### src/rtl/irqv_pkg.sv
package irqv_pkg;
    localparam int NSRC    = 8;
    localparam int CODE_W  = 4;
    localparam int VEC_W   = 8;
    localparam int VEC_LSB = 2;

    typedef enum logic [CODE_W-1:0] {
        SRC_NONE = 4'd0,
        SRC_EOF  = 4'd1,
        SRC_IFR  = 4'd2,
        SRC_RXF  = 4'd3,
        SRC_TXE  = 4'd4,
        SRC_ARB  = 4'd5,
        SRC_CRC  = 4'd6,
        SRC_SYM  = 4'd7,
        SRC_WAKE = 4'd8
    } src_code_e;

    typedef struct packed {
        logic [NSRC-1:0]   flag;
        logic              armed;
        logic [CODE_W-1:0] arm_code;
        logic              hold;
    } irqv_state_t;

    function automatic logic [NSRC-1:0] code2hot(input logic [CODE_W-1:0] c);
        logic [NSRC-1:0] hot;
        for (int i = 0; i < NSRC; i++) begin
            hot[i] = (c == CODE_W'(i + 1));
        end
        return hot;
    endfunction

    function automatic logic is_data_code(input logic [CODE_W-1:0] c);
        return (c == SRC_IFR) || (c == SRC_RXF) || (c == SRC_TXE);
    endfunction
endpackage

### src/rtl/irqv_prio.sv
module irqv_prio
    import irqv_pkg::*;
(
    input  logic [NSRC-1:0]   flags,
    output logic [CODE_W-1:0] code
);
    always_comb begin
        code = '0;
        for (int i = 0; i < NSRC; i++) begin
            if (flags[i]) begin
                code = CODE_W'(i + 1);
            end
        end
    end
endmodule

### src/rtl/irqv_flags.sv
module irqv_flags
    import irqv_pkg::*;
(
    input  logic              clk,
    input  logic              rst_n,
    input  logic [NSRC-1:0]   ev_ok,
    input  logic              vec_rd,
    input  logic              dat_rd,
    input  logic              dat_wr,
    input  logic              eot_set,
    input  logic [CODE_W-1:0] cur_code,
    output logic [NSRC-1:0]   flag_q,
    output logic              hold_q
);
    irqv_state_t st_d, st_q;
    logic [NSRC-1:0] clr;
    logic            sym_gone;

    localparam int SYM_IDX = int'(SRC_SYM) - 1;
    localparam int EOF_IDX = int'(SRC_EOF) - 1;

    always_comb begin
        st_d = st_q;
        clr  = '0;

        // Second step of the handshake uses the arm held from earlier.
        if (st_q.armed && (dat_rd || dat_wr)) begin
            if (dat_rd && (st_q.arm_code == SRC_IFR || st_q.arm_code == SRC_RXF)) begin
                clr = clr | code2hot(st_q.arm_code);
            end
            if (dat_wr && st_q.arm_code == SRC_TXE) begin
                clr = clr | code2hot(st_q.arm_code);
            end
            st_d.armed = 1'b0;
        end

        // Vector read: clear ordinary flags, arm data-register flags.
        if (vec_rd) begin
            st_d.armed    = is_data_code(cur_code);
            st_d.arm_code = cur_code;
            if (!is_data_code(cur_code)) begin
                clr = clr | code2hot(cur_code);
            end
        end

        if (eot_set) begin
            clr = clr | code2hot(SRC_TXE);
        end

        // Set has precedence over clear.
        st_d.flag = ev_ok | (st_q.flag & ~clr);

        sym_gone = clr[SYM_IDX] && st_q.flag[SYM_IDX] && !ev_ok[SYM_IDX];
        if (sym_gone) begin
            st_d.hold = 1'b1;
        end else if (ev_ok[EOF_IDX]) begin
            st_d.hold = 1'b0;
        end
    end

    always_ff @(posedge clk or negedge rst_n) begin
        if (!rst_n) begin
            st_q <= '0;
        end else begin
            st_q <= st_d;
        end
    end

    assign flag_q = st_q.flag;
    assign hold_q = st_q.hold;
endmodule

### src/rtl/irq_vector_ctrl.sv
module irq_vector_ctrl
    import irqv_pkg::*;
(
    input  logic             clk,
    input  logic             rst_n,
    input  logic [NSRC-1:0]  ev_pulse,
    input  logic             vec_rd,
    input  logic             dat_rd,
    input  logic             dat_wr,
    input  logic             eot_set,
    input  logic             loop_en,
    input  logic             irq_en,
    output logic [VEC_W-1:0] vec_o,
    output logic             irq_o,
    output logic             link_hold_o
);
    logic [NSRC-1:0]   ev_ok;
    logic [NSRC-1:0]   flag_q;
    logic [CODE_W-1:0] cur_code;
    logic              hold_q;

    assign ev_ok = loop_en ? '0 : ev_pulse;

    irqv_flags u_flags (
        .clk      (clk),
        .rst_n    (rst_n),
        .ev_ok    (ev_ok),
        .vec_rd   (vec_rd),
        .dat_rd   (dat_rd),
        .dat_wr   (dat_wr),
        .eot_set  (eot_set),
        .cur_code (cur_code),
        .flag_q   (flag_q),
        .hold_q   (hold_q)
    );

    irqv_prio u_prio (
        .flags (flag_q),
        .code  (cur_code)
    );

    assign vec_o       = VEC_W'(cur_code) << VEC_LSB;
    assign irq_o       = irq_en && (cur_code != SRC_NONE);
    assign link_hold_o = hold_q;
endmodule

### config.mk
export PLATFORM = sky130hd
export DESIGN_NAME = irq_vector_ctrl
export DESIGN_NICKNAME = d
export VERILOG_FILES = /design/src/rtl/irqv_pkg.sv /design/src/rtl/irqv_prio.sv /design/src/rtl/irqv_flags.sv /design/src/rtl/irq_vector_ctrl.sv
export SDC_FILE = /design/constraint.sdc
export NUM_CORES = 1
export LEC_CHECK = 0
export ABC_AREA = 1
export BUFFER_PORTS_ARGS = -buffer_cell sky130_fd_sc_hd__buf_2
export CORE_ASPECT_RATIO = 0.8
export CORE_MARGIN = 2
export CORE_UTILIZATION = 40
export DETAILED_ROUTE_END_ITERATION = 8
export PLACE_DENSITY = 0.73
export SYNTH_ARGS = -nofsm -noshare
export SYNTH_HDL_FRONTEND = slang
export SYNTH_HIERARCHICAL = 1
export SYNTH_SLANG_ARGS = --single-unit
### constraint.sdc
create_clock -name clk -period 1.69 [get_ports clk]
set_input_delay 0.2535 -clock clk [delete_from_list [all_inputs] [get_ports clk]]
set_output_delay 0.2535 -clock clk [all_outputs]
set_load 0.005 [all_outputs]
==> results of run 1 <==
-- worst max-delay path: stages, from the launching register on --
cell and delay (ns):
dfrtp_1 0.41, nor2_1 0.15, o21ai_1 0.11, a31oi_2 0.20
nor2_1 0.07, a21oi_1 0.14, buf_2 0.13
-- per-layer routing --
layer / track usage [%] / vias up / part of all wire, %
met5: 0 / - / 0
met2: 31.1 / 45 / 45
li1: - / 439 / -
met3: 5.79 / 14 / 7.1
met1: 19.1 / 396 / 42
met4: 9.77 / 0 / 5.8
-- power breakdown --
group / internal (mW) / switching [mW] / total, mW / leakage [nW]
sequential: 0.405 / 0.0451 / 0.450 / 0.152
combinational: 0.295 / 0.395 / 0.690 / 0.490
clock: 0.131 / 0.116 / 0.248 / 0.0210
total: 0.831 / 0.557 / 1.39 / 0.663
-- registers in the layout, indices dropped and copies added, names as in the netlist --
register,flops
u_flags/st_q,5
u_flags/hold_q,1
u_flags/flag_q,8
-- path summary, 6_finish.rpt --
kind,end,slack (ns),from,depth (start not counted)
max in group asynchronous,u_flags/flag_q[6]$_DFF_PN0_,1.05,rst_n,2
min in group asynchronous,u_flags/st_q[5]$_DFFE_PN0P_,0.38,rst_n,2
worst max-delay path,irq_o,-0.06,u_flags/flag_q[3]$_DFF_PN0_,6
worst min-delay path,u_flags/flag_q[3]$_DFF_PN0_,0.23,eot_set,4
worst min register to register,u_flags/hold_q$_DFFE_PN0P_,0.48,u_flags/hold_q$_DFFE_PN0P_,2
worst max register to register,u_flags/flag_q[7]$_DFF_PN0_,0.05,u_flags/flag_q[1]$_DFF_PN0_,9
-- kinds of logic after synthesis --
| logic type | synth area share, % |
|---|---|
| and+or+nand+nor | 28.3 |
| buffers and inverters | 26.4 |
| DFF | 37.5 |
| AOI/OAI and AO/OA | 7.37 |
| other | 0.402 |
-- per-stage QoR --
step                power (mW)  util, %  std cells  setup TNS [ns]
floorplan                0.806        -        142               0
global placement         0.918     45.2        176               0
detailed placement       0.946     45.2        176               0
CTS                       1.28     49.7        187         -0.0273
global route              1.48     51.6        187          -0.309
finish                    1.39     51.6        187         -0.0616
-- final cells by class --
| cell class | count | area share, % |
|---|---|---|
| sequential | 14 | 31.2 |
| multi-input combinational | 80 | 34.1 |
| timing repair buffer | 31 | 17.5 |
| inverter | 33 | 11.2 |
| tap | 25 | 2.78 |
| clock buffer | 4 | 3.23 |
-- layout by cell type, fill, tap and decap left out, types with 2 or more instances in the layout --
cell       n
a21oi_1    2
buf_2     20
buf_4      7
buf_6      3
clkbuf_4   3
conb_1     4
dfrtp_1   14
inv_1     32
nand2_1   31
nand3_1    7
nand4_1    2
nor2_1    18
nor2_2     2
o21ai_0    3
o21ai_1    3
-- what timing repair did --
action,CTS,global route
hold endpoints to repair,14,0
pin swaps,5,8
endpoints found under the setup margin,3,7
hold buffers,1,0
buffers inserted,6,0
resized for setup,2,11
==> metrics.txt, run 1 <==
run status finished, violations left; failing checks setup timing; cells after synthesis 139; post-synthesis sequential area ratio 37.5%; total track usage between 15 and 20%; Critical Path RT about 1.4 ns; FILL cells about 220; die width between 50 and 60 µm; Detailed Route Iter0 Violations between 60 and 70; clock sink total 14; Yosys warning count 6; CTS tree built; die height roughly 47 µm; WL/cell about 12 µm; DRC viols 0; Avg Cell Area, Syn approximately 6.7 µm²; Final GP Congestion 0.796; Final Hold Vio Count 0; Max Clock Skew 0.00875 ns; Critical Path End Type output pin; Netlist cell types 18; Highest Clock Rate between 500 and 600 MHz; peak supply drop 0.744 mV; Most used DFF post-synth dfrtp_1; Skew-Pair Late Insertion Delay ~0.29 ns; area occupied by registers about 350 µm²; Synth area leaders dfrtp_1 38%, inv_1 13%, nand2_1 13%, buf_4 10%, nor2_1 8.0%; DP Worst Slack about 0.0027 ns; area occupied by multi-input gates roughly 380 µm²; worst hold path class input port to register; cts bufs inserted 3; H-Tree Depth 1; maxcap violations 0; post-synthesis cell area between 900 and 1000 µm²; row cnt 15; # IOs 26; dpl hpwl 1.58 mm; vias per cell 4.78; Synth top cells by count 32 x inv_1, 32 x nand2_1, 20 x nor2_1, 14 x dfrtp_1, 13 x buf_4; global-route wire length before repair 3.43 mm; Routed WL between 2 and 2.5 mm; vias 894; number of global-route vias before repair roughly 840; Synth area leader dfrtp_1; Placed Area 983 µm²; worst hold margin between 0.2 and 0.25 ns; Root Buffer clkbuf_4; Setup WS post-layout -0.0581 ns; layout cells sized above 1 between 20% and 30%; Core Area 2180 µm²; largest net degree at the start of global routing 15; grt ovf 0; clock slew at reported path FFs approximately 0.090 ns; starting density of the core a little over two fifths; crit path kind register to output pin; deepest clock path buffer count 2; RSZ-0062 raised after global routing true; final-report setup violation count 2; Yosys top cell area share between 30% and 40%; First-pass DRT Iterations 4; nets@finish ~180; DRT antenna net count 0; PortBufs 21; Yosys reg bits 14; EDFF count, synth 0; Pwr per Cell Area around 1200 nW/µm²; Final Critical Period between 1.5 and 2 ns; antenna violations before repair 0; CP arrival roughly 1.5 ns; fin crit share 103%; final instance area ~1100 µm²; Post-synth ARST share 100%; LEAKAGE between 0.6 and 0.7 nW; synthesis-to-layout area growth 20.4%; Slew Limit Fails 0; # diodes 0; worst-path maximum fanout 3; crit start category register; die area about 2700 µm²
No activity file was read; power rests on OpenSTA's default activity.
==> inputs of run 2 (changes only) <==
- BUFFER_PORTS_ARGS: -buffer_cell sky130_fd_sc_hd__buf_2 -> -buffer_cell sky130_fd_sc_hd__buf_4
==> metrics.txt, run 2 (same netlist as run 1, synthesis figures left out) <==
synthesis-to-layout area growth 31.9%; layout cells sized above 1 32.0%; Worst R2R Path Depth 14; Max Clock Skew 0.0108 ns; GRT busiest layer met2; Min-Delay Endpoint u_flags/flag_q[3]$_DFF_PN0_; DRC viols 0; clock sink total 14; CTS tree built; Pwr per Cell Area 1190 nW/µm²; Routed WL ~2.2 mm; WL/cell ~12 µm; Hold Crit Start eot_set; met3 usage ~5.8%; run status finished, violations left; Root Buffer clkbuf_4; fin crit share 105%; Worst R2R Start u_flags/flag_q[1]$_DFF_PN0_; crit path kind register to output pin; grt ovf 0; Placed Area 1040 µm²; final-report setup violation count 3; DRT antenna net count 0; Final Hold Vio Count 0; H-Tree Depth 1; Skew-Pair Late Insertion Delay 0.28 ns; total track usage between 10% and 20%; max reg flops 8; First-pass DRT Iterations 4; TNS Setup -0.119 ns; met2 usage a little under a third; largest net degree at the start of global routing 15; PortBufs 21; deepest clock path buffer count 2; Core Area 2180 µm²; antenna violations before repair 0; maxcap violations 0; global-route wire length before repair 3.48 mm; DP Worst Slack around 0.19 ns; most frequent cells in the layout 35 x buf_4, 31 x inv_1, 30 x nand2_1, 18 x nor2_1, 14 x dfrtp_1; row cnt 15; Slew Limit Fails 0; number of global-route vias before repair 805; # diodes 0; overall power 1.47 mW; Final Critical Period ~1.8 ns; worst hold path depth 4; crit start category register; vias around 890; die area around 2700 µm²; die height between 40 and 50 µm; dpl hpwl about 1.5 mm; global routing usage on met1 21.0%; # IOs 26; final instance area about 1200 µm²; Detailed Route Iter0 Violations 23; CP arrival 1.53 ns; Setup WS post-layout -0.0926 ns; worst flop-to-flop path endpoint u_flags/hold_q$_DFFE_PN0P_; worst-path maximum fanout 3; worst reg2reg setup slack -0.01 ns; Highest Clock Rate 561 MHz; peak supply drop around 0.81 mV; vias per cell roughly 4.6; LEAKAGE between 0.7 and 0.8 nW; clock slew at reported path FFs approximately 0.09 ns; worst hold path class input port to register; starting density of the core between 40% and 50%; failing checks setup timing; die width just under 60 µm; nets@finish ~190; cts bufs inserted 3; Critical Path RT 1.44 ns; most common library cell in the layout ignoring fill and taps buf_4; Critical Path End Type output pin; RSZ-0062 raised after global routing true; Final GP Congestion around 0.78
==> run 2: cell count changes in the layout (fill, tap and decap cells not counted), sizes merged <==
cell  before  now
buf       30   37
==> run 2: where the power goes <==
group	total (mW)	switching, mW	internal (mW)
clock network	0.243	0.112	0.131
logic	0.776	0.400	0.376
registers	0.448	0.0432	0.405
total	1.47	0.555	0.912
==> run 2: stage by stage <==
stage | std cells | utilization (%) | hold WS (ns)
after detailed placement | 177 | 47.9 | 0.115
after global placement | 177 | 47.9 | 0.109
final | 194 | 56.6 | 0.222
after CTS | 193 | 54.6 | 0.225
after floorplan | 142 | - | -0.0421
after global routing | 194 | 56.6 | 0.226
==> run 2: what timing repair did <==
| action | in CTS | in global routing |
|---|---|---|
| hold endpoints to repair | 14 | 0 |
| pin swaps | 8 | 3 |
| setup buffers | 11 | 1 |
| hold buffers | 1 | 0 |
| gates resized for setup | 6 | 9 |
| endpoints found under the setup margin | 3 | 10 |
==> run 2: worst max-delay path by stage <==
stage / from / endpoint / cells after the start
after floorplan: u_flags/flag_q[4]$_DFF_PN0_ / u_flags/flag_q[5]$_DFF_PN0_ / 8
after global placement: u_flags/flag_q[1]$_DFF_PN0_ / u_flags/flag_q[7]$_DFF_PN0_ / 12
after detailed placement: u_flags/flag_q[3]$_DFF_PN0_ / irq_o / 6
after CTS: u_flags/flag_q[3]$_DFF_PN0_ / irq_o / 9
after global routing: u_flags/flag_q[1]$_DFF_PN0_ / irq_o / 10
final: u_flags/flag_q[1]$_DFF_PN0_ / irq_o / 10
==> run 2: layer usage <==
metal	routed length, µm	up-vias
met5	0	-
met4	21	0
met3	129	4
met2	1070	26
met1	1030	407
li1	-	454
==> run 2: critical path, stage by stage (launching register included) <==
cell and delay (ns):
dfrtp_1 0.39, inv_1 0.07, nand2_1 0.05, nand2_1 0.05
nand2_1 0.05, nand2_1 0.10, nand2_2 0.08, a21oi_4 0.15
nor2_1 0.05, a21oi_1 0.12, buf_4 0.13
==> run 2: layout make-up <==
class / count / area [µm²]
clock buffers: 4 / 36.3
fillers: 215 / 946
inverters: 33 / 126
multi-input cells: 80 / 392
flip-flops and latches: 14 / 350
well taps: 25 / 31.3
repair buffers: 38 / 295
